[src/rtl/txn_pkg.sv]
package txn_pkg;

  typedef enum logic [1:0] {
    MODE_OUT  = 2'd0,
    MODE_IN   = 2'd1,
    MODE_SUSP = 2'd2
  } txn_mode_e;

  typedef enum logic [3:0] {
    OP_NOP       = 4'd0,
    OP_BEGIN     = 4'd1,
    OP_END       = 4'd2,
    OP_ABORT     = 4'd3,
    OP_ABORT_C   = 4'd4,
    OP_ABORT_IF  = 4'd5,
    OP_SUSPEND   = 4'd6,
    OP_RESUME    = 4'd7,
    OP_CHECK     = 4'd8
  } txn_op_e;

  typedef enum logic [2:0] {
    CS_NONE      = 3'd0,
    CS_CONFLICT  = 3'd1,
    CS_ABORT     = 3'd2,
    CS_FOOTPRINT = 3'd3,
    CS_IO        = 3'd4,
    CS_NONWB     = 3'd5,
    CS_DISALLOW  = 3'd6,
    CS_NEST_OVF  = 3'd7
  } txn_cause_e;

  localparam int CODE_W      = 8;
  localparam int STATUS_W    = 1 + 3 + CODE_W;
  localparam int CC_W        = 4;
  localparam int CC_IN_TXN   = 0;
  localparam int CC_EXTRA    = 1;
  localparam int CC_FAILED   = 2;
  localparam int CC_FAILRET  = 3;
  localparam int HANDLER_OFS = 4;

  typedef struct packed {
    logic              persistent;
    logic [2:0]        cause;
    logic [CODE_W-1:0] code;
  } txn_status_t;

  // Retry hint: causes that will repeat on a retry are marked persistent.
  function automatic logic cause_persistent(input logic [2:0] c);
    case (c)
      CS_FOOTPRINT, CS_IO, CS_NONWB, CS_DISALLOW, CS_NEST_OVF: return 1'b1;
      default: return 1'b0;
    endcase
  endfunction

endpackage

[src/rtl/txn_cond_eval.sv]
module txn_cond_eval #(
  parameter int DW = 64
) (
  input  logic [DW-1:0] a_i,
  input  logic [DW-1:0] b_i,
  input  logic [2:0]    cond_i,
  input  logic          wide_i,
  output logic          hit_o
);
  localparam int HW = DW / 2;

  function automatic logic [DW-1:0] ext(input logic [DW-1:0] v, input logic wide, input logic sgn);
    if (wide) return v;
    return {{HW{sgn & v[HW-1]}}, v[HW-1:0]};
  endfunction

  logic [DW-1:0] a_s, b_s, a_u, b_u;

  always_comb begin
    a_s = ext(a_i, wide_i, 1'b1);
    b_s = ext(b_i, wide_i, 1'b1);
    a_u = ext(a_i, wide_i, 1'b0);
    b_u = ext(b_i, wide_i, 1'b0);
    case (cond_i)
      3'd0:    hit_o = (a_u == b_u);
      3'd1:    hit_o = (a_u != b_u);
      3'd2:    hit_o = ($signed(a_s) < $signed(b_s));
      3'd3:    hit_o = ($signed(b_s) < $signed(a_s));
      3'd4:    hit_o = (a_u < b_u);
      3'd5:    hit_o = (b_u < a_u);
      default: hit_o = 1'b0;
    endcase
  end
endmodule

[src/rtl/txn_mode_nest.sv]
module txn_mode_nest
  import txn_pkg::*;
#(
  parameter int MAX_NEST = 31,
  parameter int DEPTH_W  = $clog2(MAX_NEST + 1)
) (
  input  logic               clk,
  input  logic               rst_n,
  input  logic               start_i,
  input  logic               push_i,
  input  logic               pop_i,
  input  logic               suspend_i,
  input  logic               resume_i,
  input  logic               unwind_i,
  output logic [1:0]         mode_o,
  output logic [DEPTH_W-1:0] depth_o
);
  logic [1:0]         mode_q;
  logic [DEPTH_W-1:0] depth_q;

  always_ff @(posedge clk) begin
    if (!rst_n) begin
      mode_q  <= MODE_OUT;
      depth_q <= '0;
    end else if (unwind_i) begin
      mode_q  <= MODE_OUT;
      depth_q <= '0;
    end else if (start_i) begin
      mode_q  <= MODE_IN;
      depth_q <= DEPTH_W'(1);
    end else if (push_i) begin
      depth_q <= depth_q + DEPTH_W'(1);
    end else if (pop_i) begin
      if (depth_q == DEPTH_W'(1)) begin
        mode_q  <= MODE_OUT;
        depth_q <= '0;
      end else begin
        depth_q <= depth_q - DEPTH_W'(1);
      end
    end else if (suspend_i) begin
      mode_q <= MODE_SUSP;
    end else if (resume_i) begin
      mode_q <= MODE_IN;
    end
  end

  assign mode_o  = mode_q;
  assign depth_o = depth_q;
endmodule

[src/rtl/txn_fail_rec.sv]
module txn_fail_rec
  import txn_pkg::*;
#(
  parameter int AW = 32
) (
  input  logic                clk,
  input  logic                rst_n,
  input  logic                arm_i,
  input  logic [AW-1:0]       arm_pc_i,
  input  logic                rec_i,
  input  logic [2:0]          cause_i,
  input  logic [CODE_W-1:0]   code_i,
  input  logic [AW-1:0]       rec_pc_i,
  output logic [AW-1:0]       handler_o,
  output logic [AW-1:0]       fail_addr_o,
  output logic [STATUS_W-1:0] status_o,
  output logic                failed_o
);
  logic [AW-1:0] handler_q, fail_q;
  txn_status_t   status_q;
  logic          failed_q;

  always_ff @(posedge clk) begin
    if (!rst_n) begin
      handler_q <= '0;
      fail_q    <= '0;
      status_q  <= '0;
      failed_q  <= 1'b0;
    end else begin
      if (arm_i) begin
        handler_q <= arm_pc_i + AW'(HANDLER_OFS);
        failed_q  <= 1'b0;
      end
      if (rec_i) begin
        status_q.persistent <= cause_persistent(cause_i);
        status_q.cause      <= cause_i;
        status_q.code       <= code_i;
        fail_q              <= rec_pc_i;
        failed_q            <= 1'b1;
      end
    end
  end

  assign handler_o   = handler_q;
  assign fail_addr_o = fail_q;
  assign status_o    = status_q;
  assign failed_o    = failed_q;
endmodule

[src/rtl/txn_ctl.sv]
module txn_ctl
  import txn_pkg::*;
#(
  parameter int AW       = 32,
  parameter int DW       = 64,
  parameter int MAX_NEST = 31,
  parameter int DEPTH_W  = $clog2(MAX_NEST + 1)
) (
  input  logic                clk,
  input  logic                rst_n,
  input  logic                cmd_valid,
  input  logic [3:0]          cmd_op,
  input  logic [AW-1:0]       cmd_pc,
  input  logic [CODE_W-1:0]   cmd_code,
  input  logic [2:0]          cmd_cond,
  input  logic                cmd_wide,
  input  logic [DW-1:0]       cmd_a,
  input  logic [DW-1:0]       cmd_b,
  input  logic                evt_valid,
  input  logic [2:0]          evt_cause,
  input  logic [AW-1:0]       evt_pc,
  output logic [1:0]          mode_o,
  output logic [DEPTH_W-1:0]  depth_o,
  output logic [AW-1:0]       handler_o,
  output logic [AW-1:0]       fail_addr_o,
  output logic [STATUS_W-1:0] status_o,
  output logic                rsp_valid,
  output logic [CC_W-1:0]     rsp_cc,
  output logic                redirect_o,
  output logic [AW-1:0]       redirect_addr_o
);
  // Named internal events (also observed by the bound checker)
  logic is_out, is_in, is_susp;
  logic op_begin, op_end, op_abort, op_abort_c, op_abort_if;
  logic op_susp, op_resume, op_check;
  logic cond_hit, nest_ovf, cmd_fail;
  logic evt_in_t, evt_in_s, resume_fail, handle_w;
  logic rec_w, failed_w;
  logic [2:0]        rec_cause;
  logic [CODE_W-1:0] rec_code;
  logic [AW-1:0]     rec_pc;
  logic [CC_W-1:0]   cc_d;

  function automatic logic is_op(input logic v, input logic [3:0] op, input txn_op_e want);
    return v && (op == want);
  endfunction

  txn_cond_eval #(.DW(DW)) u_cond (
    .a_i(cmd_a), .b_i(cmd_b), .cond_i(cmd_cond), .wide_i(cmd_wide), .hit_o(cond_hit)
  );

  always_comb begin
    is_out  = (mode_o == MODE_OUT);
    is_in   = (mode_o == MODE_IN);
    is_susp = (mode_o == MODE_SUSP);

    op_begin    = is_op(cmd_valid, cmd_op, OP_BEGIN);
    op_end      = is_op(cmd_valid, cmd_op, OP_END);
    op_abort    = is_op(cmd_valid, cmd_op, OP_ABORT);
    op_abort_c  = is_op(cmd_valid, cmd_op, OP_ABORT_C);
    op_abort_if = is_op(cmd_valid, cmd_op, OP_ABORT_IF);
    op_susp     = is_op(cmd_valid, cmd_op, OP_SUSPEND);
    op_resume   = is_op(cmd_valid, cmd_op, OP_RESUME);
    op_check    = is_op(cmd_valid, cmd_op, OP_CHECK);

    nest_ovf = op_begin && is_in && (depth_o == DEPTH_W'(MAX_NEST));
    cmd_fail = nest_ovf ||
               (is_in && (op_abort || op_abort_c || (op_abort_if && cond_hit)));

    evt_in_t    = evt_valid && (evt_cause != CS_NONE) && is_in;
    evt_in_s    = evt_valid && (evt_cause != CS_NONE) && is_susp && !failed_w;
    resume_fail = op_resume && is_susp && (failed_w || evt_in_s);
    handle_w    = evt_in_t || cmd_fail || resume_fail;

    rec_w     = evt_in_t || evt_in_s || cmd_fail;
    rec_cause = (evt_in_t || evt_in_s) ? evt_cause : (nest_ovf ? CS_NEST_OVF : CS_ABORT);
    rec_code  = (!evt_in_t && op_abort_c) ? cmd_code : '0;
    rec_pc    = (evt_in_t || evt_in_s) ? evt_pc : cmd_pc;

    cc_d = '0;
    if (handle_w) begin
      cc_d[CC_FAILRET] = 1'b1;
    end else begin
      case (cmd_op)
        OP_BEGIN:   cc_d[CC_IN_TXN] = is_out || is_in;
        OP_END: begin
          cc_d[CC_IN_TXN] = is_in;
          cc_d[CC_EXTRA]  = is_out;
        end
        OP_SUSPEND: cc_d[CC_IN_TXN] = is_in;
        OP_RESUME:  cc_d[CC_IN_TXN] = is_susp;
        OP_CHECK: begin
          cc_d[CC_IN_TXN] = is_in || is_susp;
          cc_d[CC_FAILED] = is_susp && (failed_w || evt_in_s);
        end
        default:    cc_d = '0;
      endcase
    end
  end

  txn_mode_nest #(.MAX_NEST(MAX_NEST), .DEPTH_W(DEPTH_W)) u_nest (
    .clk       (clk),
    .rst_n     (rst_n),
    .start_i   (op_begin && is_out),
    .push_i    (op_begin && is_in && !nest_ovf),
    .pop_i     (op_end && is_in),
    .suspend_i (op_susp && is_in),
    .resume_i  (op_resume && is_susp && !resume_fail),
    .unwind_i  (handle_w),
    .mode_o    (mode_o),
    .depth_o   (depth_o)
  );

  txn_fail_rec #(.AW(AW)) u_rec (
    .clk         (clk),
    .rst_n       (rst_n),
    .arm_i       (op_begin && is_out),
    .arm_pc_i    (cmd_pc),
    .rec_i       (rec_w),
    .cause_i     (rec_cause),
    .code_i      (rec_code),
    .rec_pc_i    (rec_pc),
    .handler_o   (handler_o),
    .fail_addr_o (fail_addr_o),
    .status_o    (status_o),
    .failed_o    (failed_w)
  );

  always_ff @(posedge clk) begin
    if (!rst_n) begin
      rsp_valid       <= 1'b0;
      rsp_cc          <= '0;
      redirect_o      <= 1'b0;
      redirect_addr_o <= '0;
    end else begin
      rsp_valid       <= cmd_valid || handle_w;
      rsp_cc          <= cc_d;
      redirect_o      <= handle_w;
      redirect_addr_o <= handle_w ? handler_o : redirect_addr_o;
    end
  end
endmodule

[config.mk]
export PLATFORM = sky130hd
export DESIGN_NAME = txn_ctl
export DESIGN_NICKNAME = d
export VERILOG_FILES = /design/src/rtl/txn_pkg.sv /design/src/rtl/txn_cond_eval.sv /design/src/rtl/txn_mode_nest.sv /design/src/rtl/txn_fail_rec.sv /design/src/rtl/txn_ctl.sv
export SDC_FILE = /design/constraint.sdc
export NUM_CORES = 1
export LEC_CHECK = 0
export CAP_MARGIN = 20
export CORE_UTILIZATION = 45
export CTS_BUF_LIST = sky130_fd_sc_hd__clkbuf_16
export DETAILED_ROUTE_END_ITERATION = 7
export HOLD_SLACK_MARGIN = 0.1
export PLACE_DENSITY = 0.87
export SLEW_MARGIN = 20
export SYNTH_ARGS = -nofsm -noshare
export SYNTH_HDL_FRONTEND = slang
export SYNTH_SLANG_ARGS = --single-unit
[constraint.sdc]
create_clock -name clk -period 11.84 [get_ports clk]
set_clock_uncertainty 0.1 [all_clocks]
set_input_delay 2.368 -clock clk [delete_from_list [all_inputs] [get_ports clk]]
set_output_delay 2.368 -clock clk [all_outputs]
set_load 0.01 [all_outputs]
==> flow_summary.yaml <==
route:
  drtIter0Drc: 594
  postRouteWirelength_mm: 29.9
  vias: 9557
  wl_per_cell_um: 17.4
  dr.pass1.iters: 7
  drc: 0
  drt.antenna.violating_nets: 0
  routed_via_density: 5.58
layout:
  diodes: 0
  final_nets: 1751
  drive_gt1_frac: 0.0401
  syn2layout_area_growth_pct: 45.6
  fillers: 1524
  final_common_cell: "clkdlybuf4s50_1"
  final_cell_mix: "333 x clkdlybuf4s50_1, 193 x nand2_1, 121 x dfxtp_1, 101 x ha_1, 85 x a21oi_1"
placement:
  gp_congestion: 0.919
  dp_hpwl_mm: 22.7
  portBuffers: 335
cts:
  cts.reportedPaths.clkPinSlew_ns: 0.06
  cts_setup_buffers: 0
  h-tree-depth: 4
  cts-root-buf: "clkbuf_16"
  hold_buffers: 0
  clk_path_buf_depth: 2
  cts_resized: 0
  clk_latency_ns: 0.41
  cts_inserted_buffers: 17
  cts_tree: "yes"
  clkSinkCount: 121
critical_path:
  cp.buffers_inverters: 4
  path_cells: "buf_2, buf_4, nand2b_1, buf_4, nand2b_1, ha_1, a21oi_1, o21ai_1, a221oi_2, o22ai_1, or4_1, o311a_1, a2111oi_1, a221oi_4, buf_4, o221a_2"
  r2r-start: "u_nest.mode_o[1]"
  cpMaxStageDelayCell: "a2111oi_1"
  crit_top_cell: "buf_4"
  cp_slowest_stage_delay_ns: 0.66
  crit_path_start_kind: "primary input"
  arrival_ns: 7.21
  worst-path-max-fanout: 97
  worst_setup_path_end_kind: "register"
  cp-startpoint: "cmd_wide"
  worst-r2r-setup-slack_ns: 8.56
  crit_required_ns: 12.04
  crit_type: "in2reg"
  critPathTopFamily: "compound AO/OA/AOI/OAI gates"
run:
  maxCapViolations: 0
yosys:
  yosys_warnings: 0
  synth-main-ff-cell: "dfxtp_1"
  synth_edf_count: 0
  ys_ff_latch: 121
  yosysTopAreaCellShare: 0.270
  synth.distinct_cells: 60
  postSynth.asyncResetShare: 0
  syn_inst: 1141
  yosysTopAreaCell: "dfxtp_1"
  ys_seq_area_frac: 0.270
  ys_top_cells_by_area: "dfxtp_1 27%, ha_1 14%, nand2_1 8.1%"
  synth_area_um2: 8960
  syn_area_per_cell_um2: 7.85
  synth_nets: 1457
sta:
  finalCritPeriodShare: 0.592
  max_freq_ghz: 0.143
  rsz0062_at_grt: "no"
  maxSlewViolCount: 0
  finalHoldViolations: 0
  relSlewSlack: 0.304
  finalSetupTns_ns: 0
  post-route-min-period_ns: 7.01
  finalSetupViolCount: 0
  worstMarginPinSlew_ns: 1.04
floorplan:
  start_util: 0.460
  core-area_um2: 19500
  fp.dieH_um: 143
  rows: 51
  pin_count: 336
  die-width_um: 143
  die_area_um2: 20500
power:
  vdd_drop_max_uv: 94.7
  p_leak_nw: 5.67
  comb_power_share: 0.201
  switching_power_uw: 327
  p_int_uw: 897
  clkPwrFrac: 0.460
  seqPwrFrac: 0.338
  total_power_mw: 1.22
  pwr_density_cell_nw_per_um2: 93.8
  swShare: 0.267
global_route:
  overflow: 0
  antenna_found_initial: 0
  grt_pass1_vias: 9130
  grt_usage: 0.285
  grt_max_degree: 111
  grt_pass1_wl_mm: 45.2
hold_path:
  hp-start: "redirect_addr_o[31]"
  hp-class: "reg2reg"
outcome:
  status: "completed"
[stage by stage]
stage / instance area, um2 / util / worst slack (ns) / cells / hold slack [ns]
floorplan: 8960 / - / 5.88 / 1141 / 0.379
finish: 13000 / 0.670 / 4.83 / 1713 / 0.363
global placement: 12400 / 0.637 / 4.47 / 1681 / 0.344
global route: 13000 / 0.670 / 4.58 / 1713 / 0.384
detailed placement: 12400 / 0.637 / 4.30 / 1681 / 0.353
CTS: 13000 / 0.670 / 4.73 / 1713 / 0.364
[logic make-up (layout without fill, tap and decap cells)]
family          after synthesis  count (layout)  share of synthesized area
fa+ha+maj                   101             101                      0.141
mux                          43              43                     0.0481
flops                       121             121                      0.270
xor+xnor                     26              26                     0.0254
buf+inv                     114             421                     0.0550
compound gates              229             229                      0.189
simple gates                507             507                      0.271
[per-layer routing]
layer  routed length [um]  GRT usage  vias up  share of wire
met2                15300      0.525      411           0.51
met3                 2560     0.0781       70          0.086
li1                     -          -     4644              -
met4                 1210      0.146        0          0.041
met5                    0          0        -              0
met1                10800      0.293     4432           0.36
[flip-flops by register name, summed over array words and instances, names as in the netlist]
name               cells
u_rec.fail_addr_o     32
u_nest.mode_o          2
redirect_addr_o       32
u_rec.status_o        12
u_rec.handler_o       32
rsp_valid              1
rsp_cc                 4
u_nest.depth_o         5
u_rec.failed_o         1
[power groups by stage]
stage | registers (mW) | clock network [mW] | logic [mW]
global placement | 0.423 | 0 | 0.237
floorplan | 0.423 | 0 | 0.123
CTS | 0.414 | 0.569 | 0.245
global route | 0.414 | 0.590 | 0.271
finish | 0.414 | 0.564 | 0.247
detailed placement | 0.423 | 0 | 0.244
[path summary, 6_finish.rpt]
| path | to | cells past startpoint |
|---|---|---|
| setup reg to reg | u_rec.fail_addr_o[1] | 9 |
| setup / recovery | u_rec.fail_addr_o[1] | 16 |
| hold / removal | redirect_addr_o[31] | 2 |
| hold reg to reg | redirect_addr_o[31] | 2 |
[cells in the mapped netlist (31+ instances only)]
library cell and n:
nand2_1 193, inv_1 44, mux2i_1 43, nor2_1 82, o221a_1 31, nand2b_1 41, dfxtp_1 121, nand3_1 31
and2_1 35, a21oi_1 85, ha_1 101, o211a_1 31, clkbuf_1 54, nor3_1 50
[worst register-to-register path: stages (launching register included)]
cell and delay (ns):
dfxtp_1 0.51, nand2b_1 0.40, buf_4 0.39, o21ai_0 0.19, nand2_1 0.13, buf_4 0.38, and2_1 0.30, a221oi_4 0.08
buf_4 0.34, o221a_2 0.37
[layout make-up]
type / instances / area, um2 / area share
clock buffers: 17 / 425 / 0.0326
inverters: 44 / 165 / 0.0127
well taps: 265 / 332 / 0.0254
clock inverters: 15 / 213 / 0.0163
flip-flops and latches: 121 / 2420 / 0.186
multi-input cells: 906 / 6070 / 0.465
repair buffers: 345 / 3420 / 0.262
(Power assumes the default switching activity.)
